===== src/rtl/adc_rdr_pkg.sv =====
package adc_rdr_pkg;

  localparam int FRAME_BITS = 32;

  typedef enum logic [2:0] {
    ST_IDLE,
    ST_GAP,
    ST_CFG,
    ST_READY,
    ST_WAIT,
    ST_READ
  } rdrState_t;

  // strobes from control to datapath, acted on at the next clock edge
  typedef struct packed {
    logic latchImage;
    logic goCfg;
    logic goRead;
    logic abort;
    logic publish;
  } rdrStrobe_t;

endpackage


===== src/rtl/adc_rdr_datapath.sv =====
module adc_rdr_datapath
  import adc_rdr_pkg::*;
#(
  parameter int unsigned CLK_HALF  = 2,
  parameter int unsigned NUM_REGS  = 10,
  parameter logic [7:0]  RST_CMD   = 8'hC0,
  parameter logic [7:0]  WRITE_CMD = 8'h70
) (
  input  logic                  clk,
  input  logic                  rstN,
  input  rdrStrobe_t            strobe,
  input  logic [NUM_REGS*8-1:0] regImage,
  input  logic                  miso,
  input  logic                  sampleReady,
  output logic                  sclk,
  output logic                  mosi,
  output logic                  xferDone,
  output logic                  xferBusy,
  output logic                  sampleValid,
  output logic [7:0]            sampleStatus,
  output logic [23:0]           sampleData,
  output logic                  overflow
);

  localparam int CFG_BITS = (NUM_REGS + 2) * 8;
  localparam int MAX_BITS = (CFG_BITS > FRAME_BITS) ? CFG_BITS : FRAME_BITS;
  localparam int CNT_W    = $clog2(MAX_BITS + 1);
  localparam int DIV_W    = $clog2(CLK_HALF + 1);
  localparam int TX_W     = MAX_BITS;

  logic [NUM_REGS*8-1:0] imageQ;
  logic [TX_W-1:0]       cfgWord;
  logic [TX_W-1:0]       txShift;
  logic [FRAME_BITS-1:0] rxShift;
  logic [CNT_W-1:0]      bitsLeft;
  logic [DIV_W-1:0]      divCnt;
  logic                  sclkQ;
  logic                  active;

  // configuration word: opcodes first, then register 0 upward
  assign cfgWord[TX_W-1 -: 8]  = RST_CMD;
  assign cfgWord[TX_W-9 -: 8]  = WRITE_CMD;
  for (genvar gi = 0; gi < NUM_REGS; gi++) begin : g_img
    assign cfgWord[TX_W-17-gi*8 -: 8] = imageQ[gi*8 +: 8];
  end
  if (TX_W > CFG_BITS) begin : g_pad
    assign cfgWord[TX_W-CFG_BITS-1:0] = '0;
  end

  always_ff @(posedge clk or negedge rstN) begin
    if (!rstN) imageQ <= '0;
    else if (strobe.latchImage) imageQ <= regImage;
  end

  // bit engine: low phase, rising edge samples, high phase, falling edge shifts
  always_ff @(posedge clk or negedge rstN) begin
    if (!rstN) begin
      active   <= 1'b0;
      sclkQ    <= 1'b0;
      divCnt   <= '0;
      bitsLeft <= '0;
      txShift  <= '0;
      rxShift  <= '0;
      xferDone <= 1'b0;
    end else begin
      xferDone <= 1'b0;
      if (strobe.abort) begin
        active  <= 1'b0;
        sclkQ   <= 1'b0;
        divCnt  <= '0;
        txShift <= '0;
      end else if (strobe.goCfg) begin
        active   <= 1'b1;
        sclkQ    <= 1'b0;
        divCnt   <= '0;
        bitsLeft <= CNT_W'(CFG_BITS);
        txShift  <= cfgWord;
      end else if (strobe.goRead) begin
        active   <= 1'b1;
        sclkQ    <= 1'b0;
        divCnt   <= '0;
        bitsLeft <= CNT_W'(FRAME_BITS);
        txShift  <= '0;
      end else if (active) begin
        if (divCnt == DIV_W'(CLK_HALF - 1)) begin
          divCnt <= '0;
          if (!sclkQ) begin
            sclkQ   <= 1'b1;
            rxShift <= {rxShift[FRAME_BITS-2:0], miso};
          end else begin
            sclkQ    <= 1'b0;
            txShift  <= {txShift[TX_W-2:0], 1'b0};
            bitsLeft <= bitsLeft - CNT_W'(1);
            if (bitsLeft == CNT_W'(1)) begin
              active   <= 1'b0;
              xferDone <= 1'b1;
            end
          end
        end else begin
          divCnt <= divCnt + DIV_W'(1);
        end
      end
    end
  end

  assign sclk     = sclkQ;
  assign mosi     = txShift[TX_W-1];
  assign xferBusy = active;

  // output holding register with overwrite-on-stall
  always_ff @(posedge clk or negedge rstN) begin
    if (!rstN) begin
      sampleValid  <= 1'b0;
      sampleStatus <= '0;
      sampleData   <= '0;
      overflow     <= 1'b0;
    end else begin
      if (strobe.publish) begin
        if (sampleValid && !sampleReady) overflow <= 1'b1;
        sampleValid  <= 1'b1;
        sampleStatus <= rxShift[31:24];
        sampleData   <= rxShift[23:0];
      end else if (sampleValid && sampleReady) begin
        sampleValid <= 1'b0;
      end
    end
  end

  // a held sample does not move until accepted or replaced
  a_r10_sample_held: assert property (@(posedge clk) disable iff (!rstN)
    sampleValid && !sampleReady && !strobe.publish
      |=> sampleValid && $stable(sampleData) && $stable(sampleStatus));

  // overflow never clears once set
  a_r9_overflow_sticky: assert property (@(posedge clk) disable iff (!rstN)
    overflow |=> overflow);

  // a read transfer never carries a one on MOSI
  a_r4_read_mosi_low: assert property (@(posedge clk) disable iff (!rstN)
    $past(strobe.goRead) |-> !mosi);

endmodule


===== src/rtl/adc_rdr_control.sv =====
module adc_rdr_control
  import adc_rdr_pkg::*;
#(
  parameter int unsigned CLK_HALF = 2
) (
  input  logic       clk,
  input  logic       rstN,
  input  logic       cfgReq,
  input  logic       startReq,
  input  logic       stopReq,
  input  logic       drdyN,
  input  logic       xferDone,
  output rdrStrobe_t strobe,
  output logic       csN,
  output logic       adcStart,
  output logic       overrun
);

  localparam int GAP_CYC = 2 * CLK_HALF;
  localparam int GAP_W   = $clog2(GAP_CYC + 1);

  rdrState_t  state, nextState;
  logic [GAP_W-1:0] gapCnt;
  logic drdyMeta, drdySync, drdyPrev, drdyFall;

  // two-flop synchroniser plus edge detector
  always_ff @(posedge clk or negedge rstN) begin
    if (!rstN) begin
      drdyMeta <= 1'b1;
      drdySync <= 1'b1;
      drdyPrev <= 1'b1;
    end else begin
      drdyMeta <= drdyN;
      drdySync <= drdyMeta;
      drdyPrev <= drdySync;
    end
  end
  assign drdyFall = drdyPrev && !drdySync;

  always_comb begin
    nextState = state;
    strobe    = '0;
    unique case (state)
      ST_IDLE: if (cfgReq) begin
        strobe.latchImage = 1'b1;
        nextState = ST_GAP;
      end
      ST_GAP: if (gapCnt == GAP_W'(GAP_CYC - 1)) begin
        strobe.goCfg = 1'b1;
        nextState = ST_CFG;
      end
      ST_CFG: if (xferDone) nextState = ST_READY;
      ST_READY: begin
        if (cfgReq) begin
          strobe.latchImage = 1'b1;
          nextState = ST_GAP;
        end else if (startReq) begin
          nextState = ST_WAIT;
        end
      end
      ST_WAIT: begin
        if (stopReq) begin
          nextState = ST_READY;
        end else if (drdyFall) begin
          strobe.goRead = 1'b1;
          nextState = ST_READ;
        end
      end
      ST_READ: begin
        if (stopReq) begin
          strobe.abort = 1'b1;
          nextState = ST_READY;
        end else if (xferDone) begin
          strobe.publish = 1'b1;
          nextState = ST_WAIT;
        end
      end
      default: nextState = ST_IDLE;
    endcase
  end

  always_ff @(posedge clk or negedge rstN) begin
    if (!rstN) begin
      state    <= ST_IDLE;
      gapCnt   <= '0;
      csN      <= 1'b1;
      adcStart <= 1'b0;
      overrun  <= 1'b0;
    end else begin
      state    <= nextState;
      gapCnt   <= (state == ST_GAP) ? gapCnt + GAP_W'(1) : '0;
      csN      <= !(nextState == ST_CFG || nextState == ST_READ);
      adcStart <= (nextState == ST_WAIT || nextState == ST_READ);
      if (state == ST_READ && drdyFall) overrun <= 1'b1;
    end
  end

  // a read frame opens only right after a synchronised falling edge
  a_r3_frame_on_edge: assert property (@(posedge clk) disable iff (!rstN)
    $fell(csN) && adcStart |-> $past(drdyFall));

  // overrun never clears once set
  a_r8_overrun_sticky: assert property (@(posedge clk) disable iff (!rstN)
    overrun |=> overrun);

  // a stop while armed releases chip select and the start pin
  a_r7_stop_release: assert property (@(posedge clk) disable iff (!rstN)
    stopReq && (state == ST_WAIT || state == ST_READ) |=> csN && !adcStart);

endmodule


===== src/rtl/adc_frame_reader.sv =====
module adc_frame_reader
  import adc_rdr_pkg::*;
#(
  parameter int unsigned CLK_HALF  = 2,
  parameter int unsigned NUM_REGS  = 10,
  parameter logic [7:0]  RST_CMD   = 8'hC0,
  parameter logic [7:0]  WRITE_CMD = 8'h70
) (
  input  logic                  clk,
  input  logic                  rstN,
  input  logic                  cfgReq,
  input  logic                  startReq,
  input  logic                  stopReq,
  input  logic [NUM_REGS*8-1:0] regImage,
  output logic                  sclk,
  output logic                  csN,
  output logic                  adcStart,
  output logic                  mosi,
  input  logic                  miso,
  input  logic                  drdyN,
  output logic                  sampleValid,
  input  logic                  sampleReady,
  output logic [7:0]            sampleStatus,
  output logic [23:0]           sampleData,
  output logic                  overrun,
  output logic                  overflow
);

  rdrStrobe_t strobe;
  logic xferDone;
  logic xferBusy;

  adc_rdr_control #(.CLK_HALF(CLK_HALF)) u_ctrl (
    .clk      (clk),
    .rstN     (rstN),
    .cfgReq   (cfgReq),
    .startReq (startReq),
    .stopReq  (stopReq),
    .drdyN    (drdyN),
    .xferDone (xferDone),
    .strobe   (strobe),
    .csN      (csN),
    .adcStart (adcStart),
    .overrun  (overrun)
  );

  adc_rdr_datapath #(
    .CLK_HALF (CLK_HALF),
    .NUM_REGS (NUM_REGS),
    .RST_CMD  (RST_CMD),
    .WRITE_CMD(WRITE_CMD)
  ) u_dp (
    .clk         (clk),
    .rstN        (rstN),
    .strobe      (strobe),
    .regImage    (regImage),
    .miso        (miso),
    .sampleReady (sampleReady),
    .sclk        (sclk),
    .mosi        (mosi),
    .xferDone    (xferDone),
    .xferBusy    (xferBusy),
    .sampleValid (sampleValid),
    .sampleStatus(sampleStatus),
    .sampleData  (sampleData),
    .overflow    (overflow)
  );

  // serial clock idles low outside chip select
  a_r1_sclk_idle_low: assert property (@(posedge clk) disable iff (!rstN)
    csN |-> !sclk);

  // the bit engine only runs with chip select asserted
  a_r2_busy_under_cs: assert property (@(posedge clk) disable iff (!rstN)
    xferBusy |-> !csN);

endmodule


===== config.mk =====
export PLATFORM = sky130hd
export DESIGN_NAME = adc_frame_reader
export DESIGN_NICKNAME = d
export VERILOG_FILES = /design/src/rtl/adc_rdr_pkg.sv /design/src/rtl/adc_rdr_datapath.sv /design/src/rtl/adc_rdr_control.sv /design/src/rtl/adc_frame_reader.sv
export SDC_FILE = /design/constraint.sdc
export NUM_CORES = 1
export LEC_CHECK = 0
export ABC_AREA = 1
export BUFFER_PORTS_ARGS = -buffer_cell sky130_fd_sc_hd__buf_2
export CORE_MARGIN = 2
export CORE_UTILIZATION = 40
export CTS_CLUSTER_SIZE = 10
export DETAILED_ROUTE_END_ITERATION = 8
export GPL_TIMING_DRIVEN = 0
export PLACE_DENSITY = 0.61
export SLEW_MARGIN = 25
export SYNTH_ARGS = -nofsm -noshare
export SYNTH_HDL_FRONTEND = slang
export SYNTH_HIERARCHICAL = 1
export SYNTH_SLANG_ARGS = --single-unit
export TNS_END_PERCENT = 5

===== constraint.sdc =====
create_clock -name clk -period 1.9 [get_ports clk]
set_input_delay 0.38 -clock clk [delete_from_list [all_inputs] [get_ports clk]]
set_output_delay 0.38 -clock clk [all_outputs]
set_load 0.03 [all_outputs]

# After elaboration in Yosys (flattened, before gate mapping)
# Index checks and enable logic that the tools add are counted.
# totals
register_bits	266
in_bits	88
out_inout_bits	39
# classes
n_addsub	3
eq_ne	11
n_mux	60
bitwise_logic	4
n_reduce_logical	23
# op_table
op	count
two-way mux 96 bit	6
two-way mux 7 bit	5
two-way mux 1 bit	32
two-way mux 3 bit	10
one-hot mux 3 bit (6 select lines)	1
equality test 3 x 2 -> 1 bit, second input constant	4
equality test 3 bit, second input constant	4
two-way mux 2 bit	6
nonzero test 4 bit	3
nonzero test 3 bit	3
equality test 7 x 1 -> 1 bit, second input constant	1
subtractor 7 x 1 -> 7 bit, second input constant	1
AND reduction 6 bit	1
logical AND 1 bit	4
inverter 1 bit	4
AND reduction 2 bit	2
AND reduction 4 bit	1
adder 3 x 1 -> 3 bit, second input constant	1
equality test 3 x 1 -> 1 bit, second input constant	1
zero test 1 bit	3
zero test 3 bit	1
AND reduction 3 bit	1
adder 2 x 1 -> 2 bit, second input constant	1
equality test 2 x 1 -> 1 bit, second input constant	1
other kinds (3)	4

# Logic depth before layout (Yosys ltp)
# logic_depth
word_depth	8
depth_mapped	13
depth_no_buf	11

# Cells and area by module
# The synthesis kept the hierarchy.
# modules_own_cells
mod	n_inst	cells_each	area_per_inst_um2	seq_area_each_um2
adc_rdr_datapath	1	1164	10550.1	6356.1
adc_rdr_control	1	75	594.3	305.3

# Worst setup path before layout
# No wires, ideal clock.
# synth_timing
path_type	register to register
from	register u_ctrl.state[0]
to	register u_dp.txShift[20]
setup_time_ps	130
arrival_ps	1749
required_ps	1770
setup_slack_ps	20
path_stages_with_launch	11
cell_sequence	dfrtp_1 -> inv_1 -> nand2_1 -> nor3_1 -> nor2_4 -> buf_6 -> nand2_4 -> clkbuf_1 -> o22ai_1 -> nand2_1 -> o21ai_1
# synth_lines
element	line	source
start: declaration	adc_rdr_control.sv:22	rdrState_t state, nextState;
start signal: assignment	adc_rdr_control.sv:90	state <= nextState;
end signal: assignment	adc_rdr_datapath.sv:77	txShift <= cfgWord;
end signal: assignment	adc_rdr_datapath.sv:92	txShift <= {txShift[TX_W-2:0], 1'b0};
end: declaration	adc_rdr_datapath.sv:33	logic [TX_W-1:0] txShift;

==> impl_metrics.yaml <==
route:
  wl_mm: 26.34
  drt-initial-drc-count: 547
  drc: 0
  ant_nets: 0
  detail_route.first_pass.iterations: 4
  wl_per_cell_um: 14.54
  vias: 8778
  viasPerCell: 4.844
synthesis:
  synth_area_leaders: "dfrtp_1 (59%), nand2_1 (10%), inv_1 (7.1%), o21ai_0 (5.8%), o22ai_1 (4.4%)"
  synthesis.area_um2: 11140
  yosysTopAreaCell: "dfrtp_1"
  yosys.area.top_type_share_pct: 58.83
  synth_cell_types: 35
  syn-num-nets: 1331
  yosysSeqAreaShare_pct: 59.77
  synth.avg_cell_area_um2: 8.995
  syn_inst: 1239
  synth-edff-count: 0
  async_flop_share_pct: 100.0
  synth-seq-cells: 266
  synth_warnings: 6
  synth_ff_type: "dfrtp_1"
floorplanning:
  core_um2: 27630
  ios: 127
  die_h_um: 170.9
  initial_utilization_pct: 40.34
  die_width_um: 170.9
  die_area_um2: 29210
  rows: 61
clock_tree:
  cts-root-buf: "clkbuf_16"
  cts_num_sinks: 266
  insertion_delay_ns: 0.56
  cts_buffer_depth: 3
  tritoncts: "yes"
  clkTransAtPathRegs_ns: 0.05
  htreeDepth: 1
  cts_made_buffers: 31
run:
  maxCapViolCount: 0
timing:
  period_needed_ns: 1.904
  max_freq_mhz: 525.3
  timing.final.ws_setup_ns: -0.003760
  drv_slew: 0
  finalHoldViolCount: 0
  slew_headroom_pct: 68.23
  worstMarginPinSlew_ns: 0.4766
  setup_viol: 1
  rsz0062_at_grt: "true"
  min_period_over_period_pct: 100.2
  finClkSkew_ns: 0.01810
setup_path:
  cp_max_fo: 7
  path_cells: "ha_2 > ha_4 > inv_4 > nor2_4 > nor2_4 > nand2_2 > nand2_4 > nand2_8 > buf_16 > clkbuf_16 > nand2_1 > o21ai_1"
  slowest_delay_ns: 0.38
  cp_common_cell: "nor2_4"
  criticalPathCategory: "register to register"
  critPathArrivalTime_ns: 2.33
  crit_path_top_delay_cell: "dfrtp_1"
  worstPathRequired_ns: 2.32
  endpoint_kind: "register"
  start_kind: "register"
  critical_path_buf_inv_count: 3
  path_delay_family: "simple AND/OR/NAND/NOR gates"
final_layout:
  design_area_um2: 14130
  final_layout_size_suffix_gt1_share_pct: 24.70
  fillers: 2598
  final_cells: 1812
  layout_commonest_cell: "nand2_1"
  fin_util_pct: 51.14
  area_growth_pct: 26.79
  nNetsFinal: 1516
  final_cell_mix: "nand2_1 (272), dfrtp_1 (260), inv_1 (209)"
global_routing:
  grt_pass1_vias: 8482
  grt_max_degree: 91
  overflow: 0
  grt_usage_pct: 17.90
  antenna_found_initial: 1
  grt_pass1_wl_mm: 42.58
placed_design:
  dp.cells: 1746
  gp_congestion: 0.7799
  place_ws_ns: -1.087
  io_buffers: 126
  dpl.hpwl_mm: 16.98
  dpl_cell_area_um2: 12340
power:
  p_seq_share_pct: 50.6
  p_per_area_nw_per_um2: 846.2
  p_leak_nw: 7.026
  p_sw_mw: 2.675
  p_int_mw: 9.281
  p_clk_share_pct: 43.7
  power_mw: 11.96
  p_comb_share_pct: 5.7
  peakVddDrop_mv: 0.6721
  switching_share_pct: 22.38
hold_path:
  min_path_type: "primary input to register"
outcome:
  status: "finished with violations"
  violations: "setup timing"
[state kept, by name, summed over array words and instances, names as in the netlist, 3 cells and up]
register,cells
u_dp/txShift,96
u_dp/imageQ,80
u_dp/rxShift,32
u_dp/sampleData,24
u_dp/sampleStatus,8
u_dp/bitsLeft,7
u_ctrl/gapCnt,3
u_ctrl/state,3
[cells in the mapped netlist (all sizes together), types with 2 or more instances]
master  number
a21oi       11
buf         25
clkbuf      43
dfrtp      262
dfstp        4
ha           4
inv        217
nand2      308
nand3       15
nand4        7
nor2        22
nor3         2
o21ai      219
o21bai       2
o22ai       87
o31ai        5
[layout make-up]
| class | instances | area, µm² | share of cell area [%] |
|---|---|---|---|
| Sequential cell | 266 | 6664 | 47.16 |
| Multi-Input combinational cell | 687 | 3649 | 25.82 |
| Timing Repair Buffer | 153 | 997.2 | 7.057 |
| Clock buffer | 41 | 853.3 | 6.039 |
| Inverter | 218 | 840.8 | 5.951 |
| Buffer | 67 | 641.9 | 4.543 |
| Tap cell | 378 | 473.0 | 3.347 |
| Clock inverter | 1 | 8.758 | 0.06199 |
| Antenna cell | 1 | 2.502 | 0.01771 |
[per-layer routing]
layer / global-route usage (%) / vias up / wire [µm] / part of all wire, %
met2: 29.31 / 185 / 12190 / 46
met5: 0 / - / 0 / 0
li1: - / 4321 / - / -
met3: 2.730 / 35 / 1128 / 4.3
met1: 25.31 / 4237 / 12510 / 47
met4: 3.979 / 0 / 514 / 2.0
[worst register-to-register path: stages, from the launching register on]
cell	delay (ns)
dfrtp_1	0.38
ha_2	0.20
ha_4	0.17
inv_4	0.06
nor2_4	0.04
nor2_4	0.17
nand2_2	0.11
nand2_4	0.11
nand2_8	0.10
buf_16	0.17
clkbuf_16	0.15
nand2_1	0.06
o21ai_1	0.05
[power by group through the flow]
| stage | sequential, mW | combinational [mW] | clock [mW] |
|---|---|---|---|
| 3_3_place_gp | 6.14 | 0.606 | 0 |
| 2_1_floorplan | 6.12 | 0.332 | 0 |
| 3_5_place_dp | 6.15 | 0.649 | 0 |
| 6_report | 6.05 | 0.677 | 5.23 |
| 4_1_cts | 6.05 | 0.659 | 5.36 |
| 5_1_grt | 6.08 | 0.786 | 5.58 |
[stage by stage]
stage,hold WS (ns),setup TNS (ns)
4_1_cts,0.01194,-2.215
3_3_place_gp,0.3477,-1297.59
2_1_floorplan,0.08441,0
6_report,0.03040,-0.003760
5_1_grt,0.02580,-4.381
3_5_place_dp,0.2402,-125.66
[final timing paths]
path / slack, ns / cells after the start / startpoint / to
min in group asynchronous: 0.25 / 2 / rstN / u_dp/txShift[35]$_DFFE_PN0P_
min: 0.03 / 3 / regImage[12] / u_dp/imageQ[12]$_DFFE_PN0P_
min reg2reg: 0.36 / 0 / u_ctrl/drdyMeta$_DFF_PN1_ / u_ctrl/drdySync$_DFF_PN1_
max: -0.004 / 12 / u_ctrl/gapCnt[0]$_DFF_PN0_ / u_dp/txShift[12]$_DFFE_PN0P_
max reg2reg: -0.004 / 12 / u_ctrl/gapCnt[0]$_DFF_PN0_ / u_dp/txShift[12]$_DFFE_PN0P_
max in group asynchronous: 0.53 / 4 / rstN / u_ctrl/state[1]$_DFF_PN0_
[cell families after synthesis]
group           after synthesis  synth area share [%]
simple gates                354                 12.90
compound gates              328                 16.49
buf+inv                     286                 10.31
flops                       266                 59.77
fa+ha+maj                     4                0.4491
xor+xnor                      1               0.07860
[repair_timing]
item                                    4_1_cts  5_1_grt
resized for setup                            99      138
pin swaps                                     7       12
cloned                                        1        3
endpoints found under the setup margin      234      192
hold buffers                                  2        0
buffers inserted                             10        8
endpoints found under the hold margin        36        0
Note: power is estimated with default switching activity, not from simulation.
